==> config.mk <==
export PLATFORM = sky130hd
export DESIGN_NAME = flag_alu
export DESIGN_NICKNAME = d
export VERILOG_FILES = /design/src/rtl/flag_alu_pkg.sv /design/src/rtl/alu_lane.sv /design/src/rtl/flag_eval.sv /design/src/rtl/status_flag_reg.sv /design/src/rtl/flag_alu.sv
export SDC_FILE = /design/constraint.sdc
export NUM_CORES = 1
export LEC_CHECK = 0
export BUFFER_PORTS_ARGS = -buffer_cell sky130_fd_sc_hd__buf_4
export CAP_MARGIN = 20
export CORE_MARGIN = 4
export CORE_UTILIZATION = 52
export DETAILED_ROUTE_END_ITERATION = 8
export GPL_ROUTABILITY_DRIVEN = 0
export HOLD_SLACK_MARGIN = 0.06
export PLACE_DENSITY = 0.88
export SYNTH_ARGS = -nofsm -noshare
export SYNTH_HDL_FRONTEND = slang
export SYNTH_SLANG_ARGS = --single-unit
==> constraint.sdc <==
create_clock -name clk -period 3.5 [get_ports clk]
set_input_delay 0.35 -clock clk [delete_from_list [all_inputs] [get_ports clk]]
set_output_delay 0.35 -clock clk [all_outputs]
set_load 0.1 [all_outputs]
==> src/rtl/flag_alu_pkg.sv <==
package flag_alu_pkg;

  localparam int unsigned BYTE_W = 8;
  localparam int unsigned CTL_N  = 3;

  typedef enum logic [2:0] {
    OP_ADD = 3'd0,
    OP_ADC = 3'd1,
    OP_SUB = 3'd2,
    OP_SBB = 3'd3,
    OP_AND = 3'd4,
    OP_OR  = 3'd5,
    OP_XOR = 3'd6,
    OP_CMP = 3'd7
  } alu_op_e;

  // flag word bit positions
  localparam int unsigned FB_CRY = 0;
  localparam int unsigned FB_PAR = 1;
  localparam int unsigned FB_AUX = 2;
  localparam int unsigned FB_ZRO = 3;
  localparam int unsigned FB_SGN = 4;
  localparam int unsigned FB_OVF = 5;
  localparam int unsigned FB_TRP = 6;
  localparam int unsigned FB_INT = 7;
  localparam int unsigned FB_DIR = 8;
  localparam int unsigned FLAG_USED = FB_DIR + 1;

  // packed so that cry lands at bit 0
  typedef struct packed {
    logic ovf;
    logic sgn;
    logic zro;
    logic aux;
    logic par;
    logic cry;
  } stat_t;

  function automatic logic op_is_logic(alu_op_e op);
    return op inside {OP_AND, OP_OR, OP_XOR};
  endfunction

endpackage

==> src/rtl/alu_lane.sv <==
module alu_lane
  import flag_alu_pkg::*;
#(
  parameter int unsigned W = 8
) (
  input  logic [W-1:0] a_i,
  input  logic [W-1:0] b_i,
  input  alu_op_e      op_i,
  input  logic         cin_i,
  output logic [W-1:0] res_o,
  output logic         cry_o,
  output logic         aux_o,
  output logic         ovf_o
);

  localparam int unsigned EXT_W = W + 1;
  localparam int unsigned TOP   = W - 1;

  logic             is_sub;
  logic             use_cin;
  logic [EXT_W-1:0] ext_a;
  logic [EXT_W-1:0] ext_b;
  logic [EXT_W-1:0] ext_c;
  logic [EXT_W-1:0] arith;
  logic             into_top;
  logic             out_of_nib;

  always_comb begin
    is_sub  = op_i inside {OP_SUB, OP_SBB, OP_CMP};
    use_cin = op_i inside {OP_ADC, OP_SBB};
    ext_a   = {1'b0, a_i};
    ext_b   = {1'b0, b_i};
    ext_c   = {{W{1'b0}}, use_cin & cin_i};
    arith   = is_sub ? (ext_a - ext_b - ext_c) : (ext_a + ext_b + ext_c);
    // carry/borrow entering a bit = a ^ b ^ sum at that bit
    into_top   = a_i[TOP] ^ b_i[TOP] ^ arith[TOP];
    out_of_nib = a_i[4] ^ b_i[4] ^ arith[4];

    unique case (op_i)
      OP_AND: begin res_o = a_i & b_i; cry_o = 1'b0; aux_o = 1'b0; ovf_o = 1'b0; end
      OP_OR:  begin res_o = a_i | b_i; cry_o = 1'b0; aux_o = 1'b0; ovf_o = 1'b0; end
      OP_XOR: begin res_o = a_i ^ b_i; cry_o = 1'b0; aux_o = 1'b0; ovf_o = 1'b0; end
      default: begin
        res_o = arith[W-1:0];
        cry_o = arith[W];
        aux_o = out_of_nib;
        ovf_o = into_top ^ arith[W];
      end
    endcase
  end

endmodule

==> src/rtl/flag_eval.sv <==
module flag_eval
  import flag_alu_pkg::*;
#(
  parameter int unsigned DATA_W = 16
) (
  input  logic              word_sel_i,
  input  logic [DATA_W-1:0] byte_res_i,
  input  logic [DATA_W-1:0] word_res_i,
  input  logic [1:0]        cry_i,
  input  logic [1:0]        aux_i,
  input  logic [1:0]        ovf_i,
  output logic [DATA_W-1:0] res_o,
  output stat_t             stat_o
);

  localparam int unsigned LANE = 1;

  logic lane;

  always_comb begin
    lane        = word_sel_i;
    res_o       = word_sel_i ? word_res_i : byte_res_i;
    stat_o.cry  = cry_i[lane];
    stat_o.aux  = aux_i[lane];
    stat_o.ovf  = ovf_i[lane];
    stat_o.sgn  = word_sel_i ? res_o[DATA_W-1] : res_o[BYTE_W-1];
    stat_o.zro  = word_sel_i ? (res_o == '0) : (res_o[BYTE_W-1:0] == '0);
    stat_o.par  = ~^res_o[BYTE_W-1:0];
  end

  // a byte lane result never reaches above bit 7
  always_comb begin
    if (!word_sel_i) begin
      byte_upper_chk: assert (res_o[DATA_W-1:BYTE_W] == '0 || LANE != 1)
        else $error("byte result has upper bits");
    end
  end

endmodule

==> src/rtl/status_flag_reg.sv <==
module status_flag_reg
  import flag_alu_pkg::*;
#(
  parameter int unsigned FLAG_W = 16
) (
  input  logic              clk,
  input  logic              rst,
  input  logic              op_valid_i,
  input  stat_t             stat_i,
  input  logic [CTL_N-1:0]  ctl_set_i,
  input  logic [CTL_N-1:0]  ctl_clr_i,
  output logic [FLAG_W-1:0] flags_o
);

  localparam int unsigned PAD_W = FLAG_W - FLAG_USED;

  stat_t            stat_q;
  logic [CTL_N-1:0] ctl_q;

  always_ff @(posedge clk) begin
    if (rst) begin
      stat_q <= '0;
      ctl_q  <= '0;
    end else begin
      if (op_valid_i) stat_q <= stat_i;
      ctl_q <= (ctl_q & ~ctl_clr_i) | ctl_set_i;
    end
  end

  assign flags_o = {{PAD_W{1'b0}}, ctl_q, stat_q};


  ctl_hold_chk: assert property (@(posedge clk) disable iff (rst)
    (ctl_set_i == '0 && ctl_clr_i == '0) |=> $stable(flags_o[FB_DIR:FB_TRP]))
    else $error("control flags moved without a command");


  ctl_set_wins_chk: assert property (@(posedge clk) disable iff (rst)
    (ctl_set_i != '0) |=> ((flags_o[FB_DIR:FB_TRP] & $past(ctl_set_i)) == $past(ctl_set_i)))
    else $error("set command did not take effect");


  stat_hold_chk: assert property (@(posedge clk) disable iff (rst)
    !op_valid_i |=> $stable(flags_o[FB_OVF:FB_CRY]))
    else $error("status flags moved while idle");

endmodule

==> src/rtl/flag_alu.sv <==
module flag_alu
  import flag_alu_pkg::*;
#(
  parameter int unsigned DATA_W = 16
) (
  input  logic              clk,
  input  logic              rst,
  input  logic              op_valid,
  input  logic [2:0]        op_code,
  input  logic              word_sel,
  input  logic [DATA_W-1:0] opnd_a,
  input  logic [DATA_W-1:0] opnd_b,
  input  logic [2:0]        ctl_set,
  input  logic [2:0]        ctl_clr,
  output logic [DATA_W-1:0] result_q,
  output logic [DATA_W-1:0] flags_q
);

  localparam int unsigned LANES = 2;

  alu_op_e           op;
  logic [DATA_W-1:0] lane_res [LANES];
  logic [LANES-1:0]  lane_cry;
  logic [LANES-1:0]  lane_aux;
  logic [LANES-1:0]  lane_ovf;
  logic [DATA_W-1:0] sel_res;
  stat_t             stat_nxt;

  assign op = alu_op_e'(op_code);

  // lane 0 = byte width, lane 1 = word width
  for (genvar g = 0; g < LANES; g++) begin : g_lane
    localparam int unsigned LW = (g == 0) ? BYTE_W : DATA_W;
    logic [LW-1:0] raw;
    alu_lane #(.W(LW)) u_lane (
      .a_i   (opnd_a[LW-1:0]),
      .b_i   (opnd_b[LW-1:0]),
      .op_i  (op),
      .cin_i (flags_q[FB_CRY]),
      .res_o (raw),
      .cry_o (lane_cry[g]),
      .aux_o (lane_aux[g]),
      .ovf_o (lane_ovf[g])
    );
    assign lane_res[g] = DATA_W'(raw);
  end

  flag_eval #(.DATA_W(DATA_W)) u_eval (
    .word_sel_i (word_sel),
    .byte_res_i (lane_res[0]),
    .word_res_i (lane_res[1]),
    .cry_i      (lane_cry),
    .aux_i      (lane_aux),
    .ovf_i      (lane_ovf),
    .res_o      (sel_res),
    .stat_o     (stat_nxt)
  );

  status_flag_reg #(.FLAG_W(DATA_W)) u_flags (
    .clk        (clk),
    .rst        (rst),
    .op_valid_i (op_valid),
    .stat_i     (stat_nxt),
    .ctl_set_i  (ctl_set),
    .ctl_clr_i  (ctl_clr),
    .flags_o    (flags_q)
  );

  always_ff @(posedge clk) begin
    if (rst) result_q <= '0;
    else if (op_valid && op != OP_CMP) result_q <= sel_res;
  end


  logic_clear_chk: assert property (@(posedge clk) disable iff (rst)
    (op_valid && op_is_logic(op)) |=> (!flags_q[FB_CRY] && !flags_q[FB_OVF] && !flags_q[FB_AUX]))
    else $error("logic op left carry/overflow set");


  cmp_keeps_result_chk: assert property (@(posedge clk) disable iff (rst)
    (op_valid && op == OP_CMP) |=> $stable(result_q))
    else $error("compare wrote the result");


  byte_upper_zero_chk: assert property (@(posedge clk) disable iff (rst)
    (op_valid && op != OP_CMP && !word_sel) |=> (result_q[DATA_W-1:BYTE_W] == '0))
    else $error("byte op wrote upper result bits");


  zero_match_chk: assert property (@(posedge clk) disable iff (rst)
    (op_valid && op != OP_CMP) |=> (flags_q[FB_ZRO] == (result_q == '0)))
    else $error("zero flag disagrees with result");


  result_hold_chk: assert property (@(posedge clk) disable iff (rst)
    !op_valid |=> $stable(result_q))
    else $error("result moved while idle");

endmodule

* Yosys cells after proc, flatten, opt, wreduce, memory -nomap -nowiden
Index checks and enable logic that the tools add are counted.
Operators by class: $add $sub $neg 8, $lt $le $gt $ge 1, equality and inequality tests 8, multiplexer cells 19, bitwise gates (word level) 19, reduce and logical (&&, ||, !) cells 7
Operators by type and width (count):
- case mux 16 bit (3 select lines) | 1
- case mux 8 bit (3 select lines) | 1
- adder 16 x 16 -> 17 bit | 1
- adder 17 x 1 -> 17 bit | 1
- 2-to-1 mux 17 bit | 1
- subtractor 16 x 16 -> 17 bit | 1
- subtractor 17 x 1 -> 17 bit | 1
- bitwise AND 16 bit | 1
- zero test 16 bit | 1
- 2-to-1 mux 16 bit | 1
- OR 16 bit | 1
- XOR 16 bit | 1
- 2-to-1 mux 1 bit | 14
- equality test 3 bit (second input constant) | 4
- adder 8 x 8 -> 9 bit | 1
- adder 9 x 1 -> 9 bit | 1
- 2-to-1 mux 9 bit | 1
- subtractor 8 x 8 -> 9 bit | 1
- subtractor 9 x 1 -> 9 bit | 1
- XOR 1 bit | 9
- bitwise AND 8 bit | 1
- zero test 8 bit | 1
- OR 8 bit | 1
- XNOR reduction 8 bit | 1
- 13 further kinds | 14
Word-level totals: register bits 25, bits of input ports 45, output and inout bits 32, logic and storage cells 70

* Depth between registers and ports, before layout
Gate-level depths: netlist (run 1).
depth in word-level cells 10, mapped depth 19, mapped depth without buffers 17

* Cells and area by module
From an unflattened synthesis (run 1), not the netlist that was laid out.
Unflattened totals: cell total of the unflattened synthesis 777, area, all modules 5829.3 um^2
Modules (own cells, without submodules):
- alu_lane at g_lane[1].u_lane | instances 1, cells an instance 416, area each 2860.2 um^2, seq. area each 0.0 um^2
- alu_lane at g_lane[0].u_lane | instances 1, cells an instance 204, area each 1438.9 um^2, seq. area each 0.0 um^2
- flag_alu | instances 1, cells an instance 71, area each 740.7 um^2, seq. area each 320.3 um^2
- flag_eval | instances 1, cells an instance 46, area each 409.1 um^2, seq. area each 0.0 um^2
- status_flag_reg | instances 1, cells an instance 40, area each 380.4 um^2, seq. area each 180.2 um^2

* Least setup slack after synthesis (run 1)
Ideal clock, no wire load.
path type in2reg, start point input port op_code[2], end point register u_flags.stat_q, in the netlist u_flags.flags_o[3], library setup time 0.087 ns, data arrival time 3.723 ns, data required time 3.413 ns, path slack -0.310 ns, cell stages on the path 17, buffers on the path 2, cells stage by stage clkbuf_1 -> clkbuf_1 -> nand3b_1 -> inv_1 -> fa_1 -> inv_1 -> ha_1 -> o21ai_0 -> a221oi_1 -> a211oi_1 -> a211o_1 -> ha_1 -> nand4_1 -> a2111o_1 -> a21oi_1 -> nand4_1 -> o31ai_1
On the way: word-level cells in the longest chain between the ends 9, elaborated cells on any way between the ends 22, classes of those cells add/sub (4); eq/ne (7); mux (6); bitwise (1); reduce/logical (4)
Ends and longest elaborated chain:
- start: declaration | line flag_alu.sv:9 | input logic [2:0] op_code,
- equality test 3 x 1 -> 1 bit or equality test 3 x 2 -> 1 bit (tied branches) | line alu_lane.sv:30, alu_lane.sv:29
- nonzero test 2 bit | line alu_lane.sv:30 | use_cin = op_i inside {OP_ADC, OP_SBB};
- bitwise AND 1 bit | line alu_lane.sv:33 | ext_c = {{W{1'b0}}, use_cin & cin_i};
- adder 17 x 1 -> 17 bit, or another cell as far along | line alu_lane.sv:34 | arith = is_sub ? (ext_a - ext_b - ext_c) : (ext_a + ext_b + ext_c);
- 2-to-1 mux 17 bit or 2-to-1 mux 9 bit (tied branches) | line alu_lane.sv:34
- case mux 16 bit (3 select lines) or case mux 8 bit (3 select lines) (tied branches) | line alu_lane.sv:39 | unique case (op_i)
- 2-to-1 mux 16 bit (*) | line flag_eval.sv:22 | res_o = word_sel_i ? word_res_i : byte_res_i;
- zero test 16 bit or zero test 8 bit (tied branches) | line flag_eval.sv:27 | stat_o.zro = word_sel_i ? (res_o == '0) : (res_o[BYTE_W-1:0] == '0);
- 2-to-1 mux 1 bit (*) | line flag_eval.sv:27
- end signal: assignment | line status_flag_reg.sv:25 | if (op_valid_i) stat_q <= stat_i;
- end: declaration | line status_flag_reg.sv:17 | stat_t stat_q;
Every way passes the cells marked *; elsewhere a longest branch is shown, timed or not. A chain may end at the register's enable or synchronous reset.

* Worst setup path in the final report (run 1)
start point register u_flags.stat_q, in the netlist u_flags.flags_o[0], end point register u_flags.stat_q, in the netlist u_flags.flags_o[3]
On the way: word-level cells in the longest chain between the ends 7, elaborated cells on any way between the ends 13, classes of those cells add/sub (4); mux (6); bitwise (1); reduce/logical (2)
Ends and longest elaborated chain (line):
- bitwise AND 1 bit (*) | alu_lane.sv:33
- adder 17 x 1 -> 17 bit, or another cell as far along | alu_lane.sv:34
- 2-to-1 mux 17 bit or 2-to-1 mux 9 bit (tied branches) | alu_lane.sv:34
- case mux 16 bit (3 select lines) or case mux 8 bit (3 select lines) (tied branches) | alu_lane.sv:39
- 2-to-1 mux 16 bit (*) | flag_eval.sv:22
- zero test 16 bit or zero test 8 bit (tied branches) | flag_eval.sv:27
- 2-to-1 mux 1 bit (*) | flag_eval.sv:27
Marked as above.

==> results of run 1 <==
[layer usage]
layer | vias up | part of all wire | global-route usage
met5 | - | 0 | 0
met4 | 0 | 0.042 | 0.106
met3 | 56 | 0.078 | 0.0323
met2 | 246 | 0.50 | 0.425
met1 | 2048 | 0.38 | 0.303
li1 | 2083 | - | -
[worst max path at each step]
| stage | cells after the start | slack [ps] | end |
|---|---|---|---|
| floorplan | 16 | 20 | u_flags.flags_o[3]$_SDFFE_PP0P_ |
| global placement | 18 | -80 | u_flags.flags_o[3]$_SDFFE_PP0P_ |
| detailed placement | 18 | -230 | u_flags.flags_o[3]$_SDFFE_PP0P_ |
| CTS | 17 | 0.8 | u_flags.flags_o[3]$_SDFFE_PP0P_ |
| global route | 16 | -130 | u_flags.flags_o[3]$_SDFFE_PP0P_ |
| finish | 18 | 40 | u_flags.flags_o[3]$_SDFFE_PP0P_ |
[worst max-delay path: cells and delay by family, from the launching register on]
family | cells | cell delay (ps)
AND/OR/NAND/NOR | 5 | 690
buffers and inverters | 3 | 300
flip-flops | 1 | 330
adder cells (fa/ha/maj) | 3 | 780
AO/OA/AOI/OAI | 7 | 1280
[cells in the mapped netlist (3+ instances only)]
library cell / count / area [um2]
a211o_1: 3 / 26.3
a211oi_1: 10 / 75.1
a21boi_0: 5 / 37.5
a21o_1: 10 / 75.1
a21oi_1: 32 / 160
a22oi_1: 8 / 60.1
a31oi_1: 7 / 43.8
and2_1: 7 / 43.8
and3_1: 5 / 31.3
and4_1: 3 / 26.3
buf_2: 3 / 15.0
buf_4: 9 / 67.6
clkbuf_1: 14 / 52.6
dfxtp_1: 25 / 500
fa_1: 4 / 80.1
ha_1: 66 / 826
inv_1: 58 / 218
mux2_2: 10 / 113
mux2i_1: 7 / 70.1
nand2_1: 39 / 146
nand2b_1: 6 / 37.5
nand3_1: 3 / 15.0
nand3b_1: 4 / 30.0
nand4_1: 5 / 31.3
nor2_1: 41 / 154
nor2b_1: 6 / 37.5
nor3_1: 11 / 55.1
nor4_1: 3 / 18.8
o211ai_1: 7 / 52.6
o21a_1: 15 / 113
o21ai_0: 35 / 175
o221ai_1: 4 / 35.0
o22ai_1: 5 / 31.3
o31ai_1: 6 / 45.0
or2_2: 4 / 25.0
or3_1: 5 / 31.3
xnor2_1: 17 / 149
xor2_1: 9 / 78.8
[logic make-up (layout without fill, tap and decap cells)]
family,Yosys count,after routing,synth area share
flops,25,25,0.120
compound gates,173,173,0.288
other cells,1,7,0.000896
fa+ha+maj,70,70,0.217
xor+xnor,26,26,0.0544
simple gates,149,149,0.181
buf+inv,90,155,0.0957
mux,17,17,0.0437
[flip-flops by register name, indices dropped and copies added (netlist names)]
register	cells
u_flags.flags_o	6
result_q	16
u_flags.ctl_q	3
[repair_timing]
| item | CTS | global route |
|---|---|---|
| resized for setup | 2 | 10 |
| hold buffers | 0 | 0 |
| pin swaps | 3 | 11 |
| buffers inserted | 1 | 3 |
| endpoints found under the setup margin | 1 | 3 |
[final cells by class]
cell class | count | area, um2
inverters | 58 | 218
fillers | 666 | 2820
repair buffers | 93 | 698
well taps | 102 | 128
clock inverters | 1 | 7.51
clock buffers | 3 | 41.3
flip-flops and latches | 25 | 502
multi-input cells | 442 | 3350
[power by group through the flow]
stage               Combinational (mW)  Sequential, mW  Clock (mW)
global placement                  1.08           0.335           0
finish                            1.16           0.328       0.171
detailed placement                1.11           0.335           0
CTS                               1.13           0.328       0.174
global route                      1.24           0.333       0.187
floorplan                        0.658           0.525           0
==> flow_summary.ini, run 1 <==
[timing]
worst_slack_ps = 35.3
fin_hold_ws_ps = 284
slew-limit-headroom = 0.497
setup-tns-final_ps = 0
finalClockSkew_ps = 2.85
tightest_slew_ps = 736
rsz0062_at_grt = yes
hold_viol = 0
setup_viol = 0
min_period_ps = 3460
drv_slew = 0
finalCritPeriodShare = 0.990
fmax_ghz = 0.289

[power]
irDropWorstVdd_v = 0.000206
power.share.combinational = 0.699
p_switching_uw = 839
p_leak_nw = 2.33
p_per_area_nw_per_um2 = 336
p_sw_frac = 0.505
p_seq_frac = 0.198
internal_power_uw = 822
clockPowerShare = 0.103
power.total_mw = 1.66

[global_route]
grt_pass1_vias = 4450
antenna_found_initial = 0
track_usage = 0.245
grt_pass1_wl_mm = 20.2
gr-total-overflow = 0
grt_max_degree = 32

[cts]
cts_buffers = 3
tritoncts = yes
cts.htree.levels = 1
cts_sinks = 25
clk_pin_slew_ps = 90
clk_path_buf_depth = 2
cts_root_buf = clkbuf_8
worstSkewPairLatency_ps = 270

[logic_synthesis]
yosysSeqAreaShare = 0.120
synth_cell_types = 74
syn-mean-instance-area_um2 = 7.59
postSynthCellCount = 551
yosys_register_bits = 25
synth_edf_count = 0
synth_area_um2 = 4180
synth-async-reset-ratio = 0
yosys_warnings = 0
synth_top_flop_cell = dfxtp_1

[floorplan]
core_area_um2 = 7770
die_w_um = 97.7
die_area_um2 = 9550
dieHeight_um = 97.7
ios = 77
start_util = 0.539
fp-row-count = 32

[final_layout]
final_area_um2 = 4940
area_delta_synth_final_pct = 18.2
stdcell_count = 724
nets = 738
antenna_cells = 0
final_core_utilization = 0.636
final_common_cell = buf_4
drive_gt1_frac = 0.223
layout_common_cells = buf_4, ha_1, inv_1, nor2_1, nand2_1

[setup_path]
cp-start-kind = register
critical_path_required_ps = 3680
cp_cell_sequence = nand3b_1 > inv_2 > fa_2 > inv_2 > fa_2 > or2b_1 > a21oi_4 > buf_4 > o21a_1 > nor3_2 > o22ai_1 > a22oi_2 > ha_2 > nand4_1 > a2111o_1 > a21oi_1 > nand4_1 > o31ai_1
critPathArrivalTime_ps = 3640
path_class = register to register
rr_worst_depth = 18
reg2reg_to = u_flags.flags_o[3]$_SDFFE_PP0P_
critical_path_peak_fanout = 3
rrSetupSlack_ps = 40
cp-startpoint = u_flags.flags_o[0]$_SDFFE_PP0P_
max_stage_delay_ps = 390
worst_path_max_delay_cell = fa_2
end_kind = register
r2r-start = u_flags.flags_o[0]$_SDFFE_PP0P_

[min_path]
holdPathEnd = u_flags.ctl_q[2]$_SDFF_PP0_
hold_class = input port to register
min_from = ctl_set[2]
holdPathStages = 3

[detailed_routing]
first_pass_iters = 5
wire_per_inst_um = 16.9
vias_per_cell = 6.12
via_count = 4433
ant_nets = 0
drtIter0Drc = 312
remaining_drc_errors = 0
routed_wl_mm = 12.3

[placement]
dpl_worst_slack_ps = -234
placed_cell_area_um2 = 4820
place_inst = 716
dpl.hpwl_mm = 9.64
numPortBuffers = 69

[job]
max_cap_viol_count = 0

[run_status]
outcome = finished, final reports clean
Note: power is estimated with default switching activity, not from simulation.
==> run 2, diff against run 1 <==
CORE_ASPECT_RATIO = 2   (was not set)
==> run 2 against run 1 <==
Effect of this change:
- die area up 0.91%
- largest cell class unchanged
- critical path type unchanged
- hold slack better by 6.4 ps
- core utilization grew 0.24 points
- largest power group unchanged
- via count up 1.8%
==> flow_summary.ini, run 2 (synthesized netlist as in run 1, its figures left out) <==
[run_status]
outcome = finished, final reports clean

[timing]
fmax_ghz = 0.287
worst_slack_ps = 13.3
setup_viol = 0
min_period_ps = 3490
finalCritPeriodShare = 0.996
tightest_slew_ps = 671
drv_slew = 0
rsz0062_at_grt = yes
hold_viol = 0
slew-limit-headroom = 0.552
finalClockSkew_ps = 1.76

[global_route]
track_usage = 0.256
antenna_found_initial = 0
grt_pass1_wl_mm = 20.5
grt_max_degree = 32
grt_pass1_vias = 4668
gr-total-overflow = 0

[setup_path]
path_class = register to register
max_stage_delay_ps = 430
cp_cell_sequence = nand3b_1 > fa_2 > fa_1 > o21ai_2 > a22oi_1 > xnor2_1 > o22ai_2 > a22oi_2 > ha_2 > nand4_1 > a2111o_1 > a21oi_2 > nand4_1 > o31ai_2
timing.critical_path.mode_cell = nand4_1
cp-start-kind = register
rr_worst_depth = 14
end_kind = register
critPathArrivalTime_ps = 3670
worst_path_max_delay_cell = fa_2
critical_path_peak_fanout = 2
critical_path_required_ps = 3680

[floorplan]
ios = 77
die_w_um = 71.4
die_area_um2 = 9630
core_area_um2 = 7890
start_util = 0.531
dieHeight_um = 135
fp-row-count = 46

[min_path]
holdPathStages = 3
hold_class = input port to register

[final_layout]
area_delta_synth_final_pct = 20.4
largest_register_ffs = 16
multiInputGateArea_um2 = 3400
n_fill_cell = 633
ff_latch_area_um2 = 502
final_common_cell = buf_4
drive_gt1_frac = 0.240
top_register = result_q
antenna_cells = 0
layout_common_cells = buf_4, ha_1, inv_1, nor2_1, nand2_1
nets = 740

[cts]
worstSkewPairLatency_ps = 260
cts_root_buf = clkbuf_16
cts.htree.levels = 1
clk_path_buf_depth = 2
clk_pin_slew_ps = 60
cts_sinks = 25
cts_buffers = 3
cts_hold_buf = 0
tritoncts = yes

[detailed_routing]
remaining_drc_errors = 0
ant_nets = 0
first_pass_iters = 7
routed_wl_mm = 12.7
vias_per_cell = 6.27
wire_per_inst_um = 17.7
via_count = 4511
drtIter0Drc = 373

[power]
p_leak_nw = 2.36
power.total_mw = 1.77
irDropWorstVdd_v = 0.000187
p_per_area_nw_per_um2 = 351

[placement]
dpl_worst_slack_ps = -263
numPortBuffers = 69
dpl.hpwl_mm = 9.87

[job]
max_cap_viol_count = 0
## run 2: cell count changes in the layout (fill, tap and decap cells not counted), sizes merged
cell	previous run	this run
buf	93	95
## run 2: through the flow
step	cells	TNS [ps]	instance area [um2]	util	hold WS, ps
finish	720	0	5040	0.639	290
detailed placement	713	-348	4840	0.614	461
floorplan	557	0	4220	-	467
CTS	717	0	4950	0.628	292
global placement	713	-87.7	4840	0.614	456
global route	720	-264	5040	0.639	319
## run 2: what timing repair did
action / in CTS / in global routing
pin swaps: 1 / 8
gates cloned: 0 / 0
endpoints found under the setup margin: 1 / 3
resized for setup: 5 / 18
setup buffers: 0 / 3
## run 2: worst paths after layout
path / startpoint / end / slack (ps)
max: u_flags.flags_o[0]$_SDFFE_PP0P_ / u_flags.flags_o[3]$_SDFFE_PP0P_ / 10
min: ctl_set[1] / u_flags.ctl_q[1]$_SDFF_PP0_ / 290
max reg2reg: u_flags.flags_o[0]$_SDFFE_PP0P_ / u_flags.flags_o[3]$_SDFFE_PP0P_ / 10
min reg2reg: u_flags.flags_o[2]$_SDFFE_PP0P_ / u_flags.flags_o[2]$_SDFFE_PP0P_ / 480
## run 2: critical path, delay by kind of cell (launching register included)
| family | cells | cell delay [ps] |
|---|---|---|
| compound gates | 7 | 1350 |
| xor+xnor | 1 | 230 |
| fa+ha+maj | 3 | 1070 |
| flops | 1 | 330 |
| simple gates | 3 | 420 |
## run 2: cell type report
type / instances / share of cell area
Multi-Input combinational cell: 442 / 0.675
Timing Repair Buffer: 95 / 0.142
Sequential cell: 25 / 0.0996
Inverter: 58 / 0.0432
Tap cell: 96 / 0.0238
Clock buffer: 3 / 0.0149
Clock inverter: 1 / 0.00149
## run 2: routing by layer
layer	track usage	part of all wire	vias up	wire length [um]
li1	-	-	2086	-
met5	0	0	-	0
met2	0.448	0.52	300	6570
met4	0.201	0.070	0	886
met1	0.266	0.34	2043	4330
met3	0.0328	0.072	82	919
## run 2: where the power goes
group          total [mW]  switching, mW  internal (mW)  leakage (nW)
Sequential          0.329         0.0164          0.313         0.206
Clock               0.254         0.0991          0.155        0.0371
Combinational        1.19          0.750          0.435          2.12
==> run 3, diff against run 2 <==
CORE_UTILIZATION = 25   (was 52)
PLACE_DENSITY = 0.54   (was 0.88)
==> run 3 against run 2 <==
Effect of this change:
- fmax up 3.9%
- first-iteration DRC count is 33% lower
- global-route usage shrank 11 points
- via count fell by 5.1%
- clock power hardly changed
- sequential cell count is the same
- register-to-register slack improved by 130 ps
- combinational power increased by 3%
- clock skew about the same
- sequential power about the same
- final area up 6.4%
==> flow_summary.ini, run 3 (synthesized netlist as in run 1, its figures left out) <==
[global_route]
grt_pass1_wl_mm = 21.6
gr-total-overflow = 0
busiest_layer = met2
grt_pass1_vias = 4337
grt_util_met3 = 0.0128
use_met2 = 0.280
antenna_found_initial = 0
grt_max_degree = 28
track_usage = 0.141
grtUsageMet1 = 0.142

[final_layout]
antenna_cells = 0
area_delta_synth_final_pct = 28.1
stdcell_count = 854
final_core_utilization = 0.328
nets = 766
top_register = result_q
n_fill_cell = 1801
final_common_cell = buf_4
multiInputGateArea_um2 = 3390
ff_latch_area_um2 = 502
drive_gt1_frac = 0.263
layout_common_cells = buf_4, ha_1, inv_1, nor2_1, nand2_1
largest_register_ffs = 16

[timing]
min_period_ps = 3360
drv_slew = 0
setup_viol = 0
slew-limit-headroom = 0.524
fin_hold_ws_ps = 293
tightest_slew_ps = 712
hold_viol = 0
setup-tns-final_ps = 0
finalCritPeriodShare = 0.959
rsz0062_at_grt = yes
finalClockSkew_ps = 1.62
fmax_ghz = 0.298

[placement]
place_inst = 847
dpl.hpwl_mm = 11.3
numPortBuffers = 69

[power]
irDropWorstVdd_v = 0.000157
p_per_area_nw_per_um2 = 337
p_leak_nw = 2.50
power.total_mw = 1.81

[detailed_routing]
remaining_drc_errors = 0
ant_nets = 0
drtIter0Drc = 251
routed_wl_mm = 13.5
first_pass_iters = 4
wire_per_inst_um = 15.8
via_count = 4283
vias_per_cell = 5.02

[setup_path]
cp-start-kind = register
rr_worst_depth = 15
critical_path_peak_fanout = 2
path_depth = 15
path_delay_family = compound AO/OA/AOI/OAI gates
path_class = register to register
rrSetupSlack_ps = 140
critPathArrivalTime_ps = 3530
end_kind = register
worst_path_max_delay_cell = fa_1
max_stage_delay_ps = 420
cp_num_buf_inv = 1
critical_path_required_ps = 3680
cp_cell_sequence = nand3b_1 > buf_6 > fa_1 > fa_1 > o21ai_2 > a22oi_1 > xnor2_1 > o22ai_2 > a22oi_2 > ha_2 > nand4_1 > a2111o_1 > a21oi_2 > nand4_1 > o31ai_1

[cts]
cts_hold_buf = 0
tritoncts = yes
clk_pin_slew_ps = 60
cts.htree.levels = 1
cts_root_buf = clkbuf_16
worstSkewPairLatency_ps = 260
cts_sinks = 25
clk_path_buf_depth = 2
cts_buffers = 3

[floorplan]
start_util = 0.256
dieHeight_um = 191
fp-row-count = 66
die_w_um = 99.5
core_area_um2 = 16400
ios = 77
die_area_um2 = 19000

[job]
max_cap_viol_count = 0

[min_path]
hold_class = input port to register
holdPathStages = 3

[run_status]
outcome = finished, final reports clean
-- run 3: changes by cell type in the layout (fill, tap and decap cells not counted), moves of 2 or more --
cell,previous run,this run
buf_4,94,120
inv_1,56,58
inv_2,2,0
o31ai_1,3,5
o31ai_2,3,1
-- run 3: worst min-delay path: stages --
cell and delay (ps):
buf_4 70, a21oi_1 30, nor2_1 70
-- run 3: worst paths after layout --
kind,start,end
worst max-delay path,u_flags.flags_o[0]$_SDFFE_PP0P_,u_flags.flags_o[3]$_SDFFE_PP0P_
worst min-delay path,ctl_set[1],u_flags.ctl_q[1]$_SDFF_PP0_
worst max register to register,u_flags.flags_o[0]$_SDFFE_PP0P_,u_flags.flags_o[3]$_SDFFE_PP0P_
worst min register to register,u_flags.flags_o[3]$_SDFFE_PP0P_,u_flags.flags_o[3]$_SDFFE_PP0P_
-- run 3: final cells by class --
class / instances / share of cell area
sequential: 25 / 0.0936
clock inverter: 1 / 0.000934
timing repair buffer: 121 / 0.170
inverter: 58 / 0.0406
tap: 204 / 0.0476
multi-input combinational: 442 / 0.633
clock buffer: 3 / 0.0140
-- run 3: per-stage QoR --
stage	worst slack [ps]	cell area, um2
global route	-115	5360
detailed placement	-294	5170
floorplan	21.5	4220
CTS	12.7	5280
finish	145	5360
global placement	-254	5170
-- run 3: where the power goes --
group	leakage (nW)	total, mW	switching (mW)	internal [mW]
combinational	2.25	1.23	0.747	0.480
sequential	0.206	0.327	0.0142	0.313
clock	0.0409	0.251	0.0968	0.154
total	2.50	1.81	0.858	0.947
-- run 3: timing repair --
item                                    CTS  global route
buffers inserted                          2             1
endpoints found under the setup margin    1             3
pin swaps                                 3             6
gates resized for setup                   4            14
-- run 3: metal layers --
layer  wire [um]  vias up
li1            -     2144
met1        4910     1995
met2        7470      113
met3         554       31
met4         558        0
met5           0        -
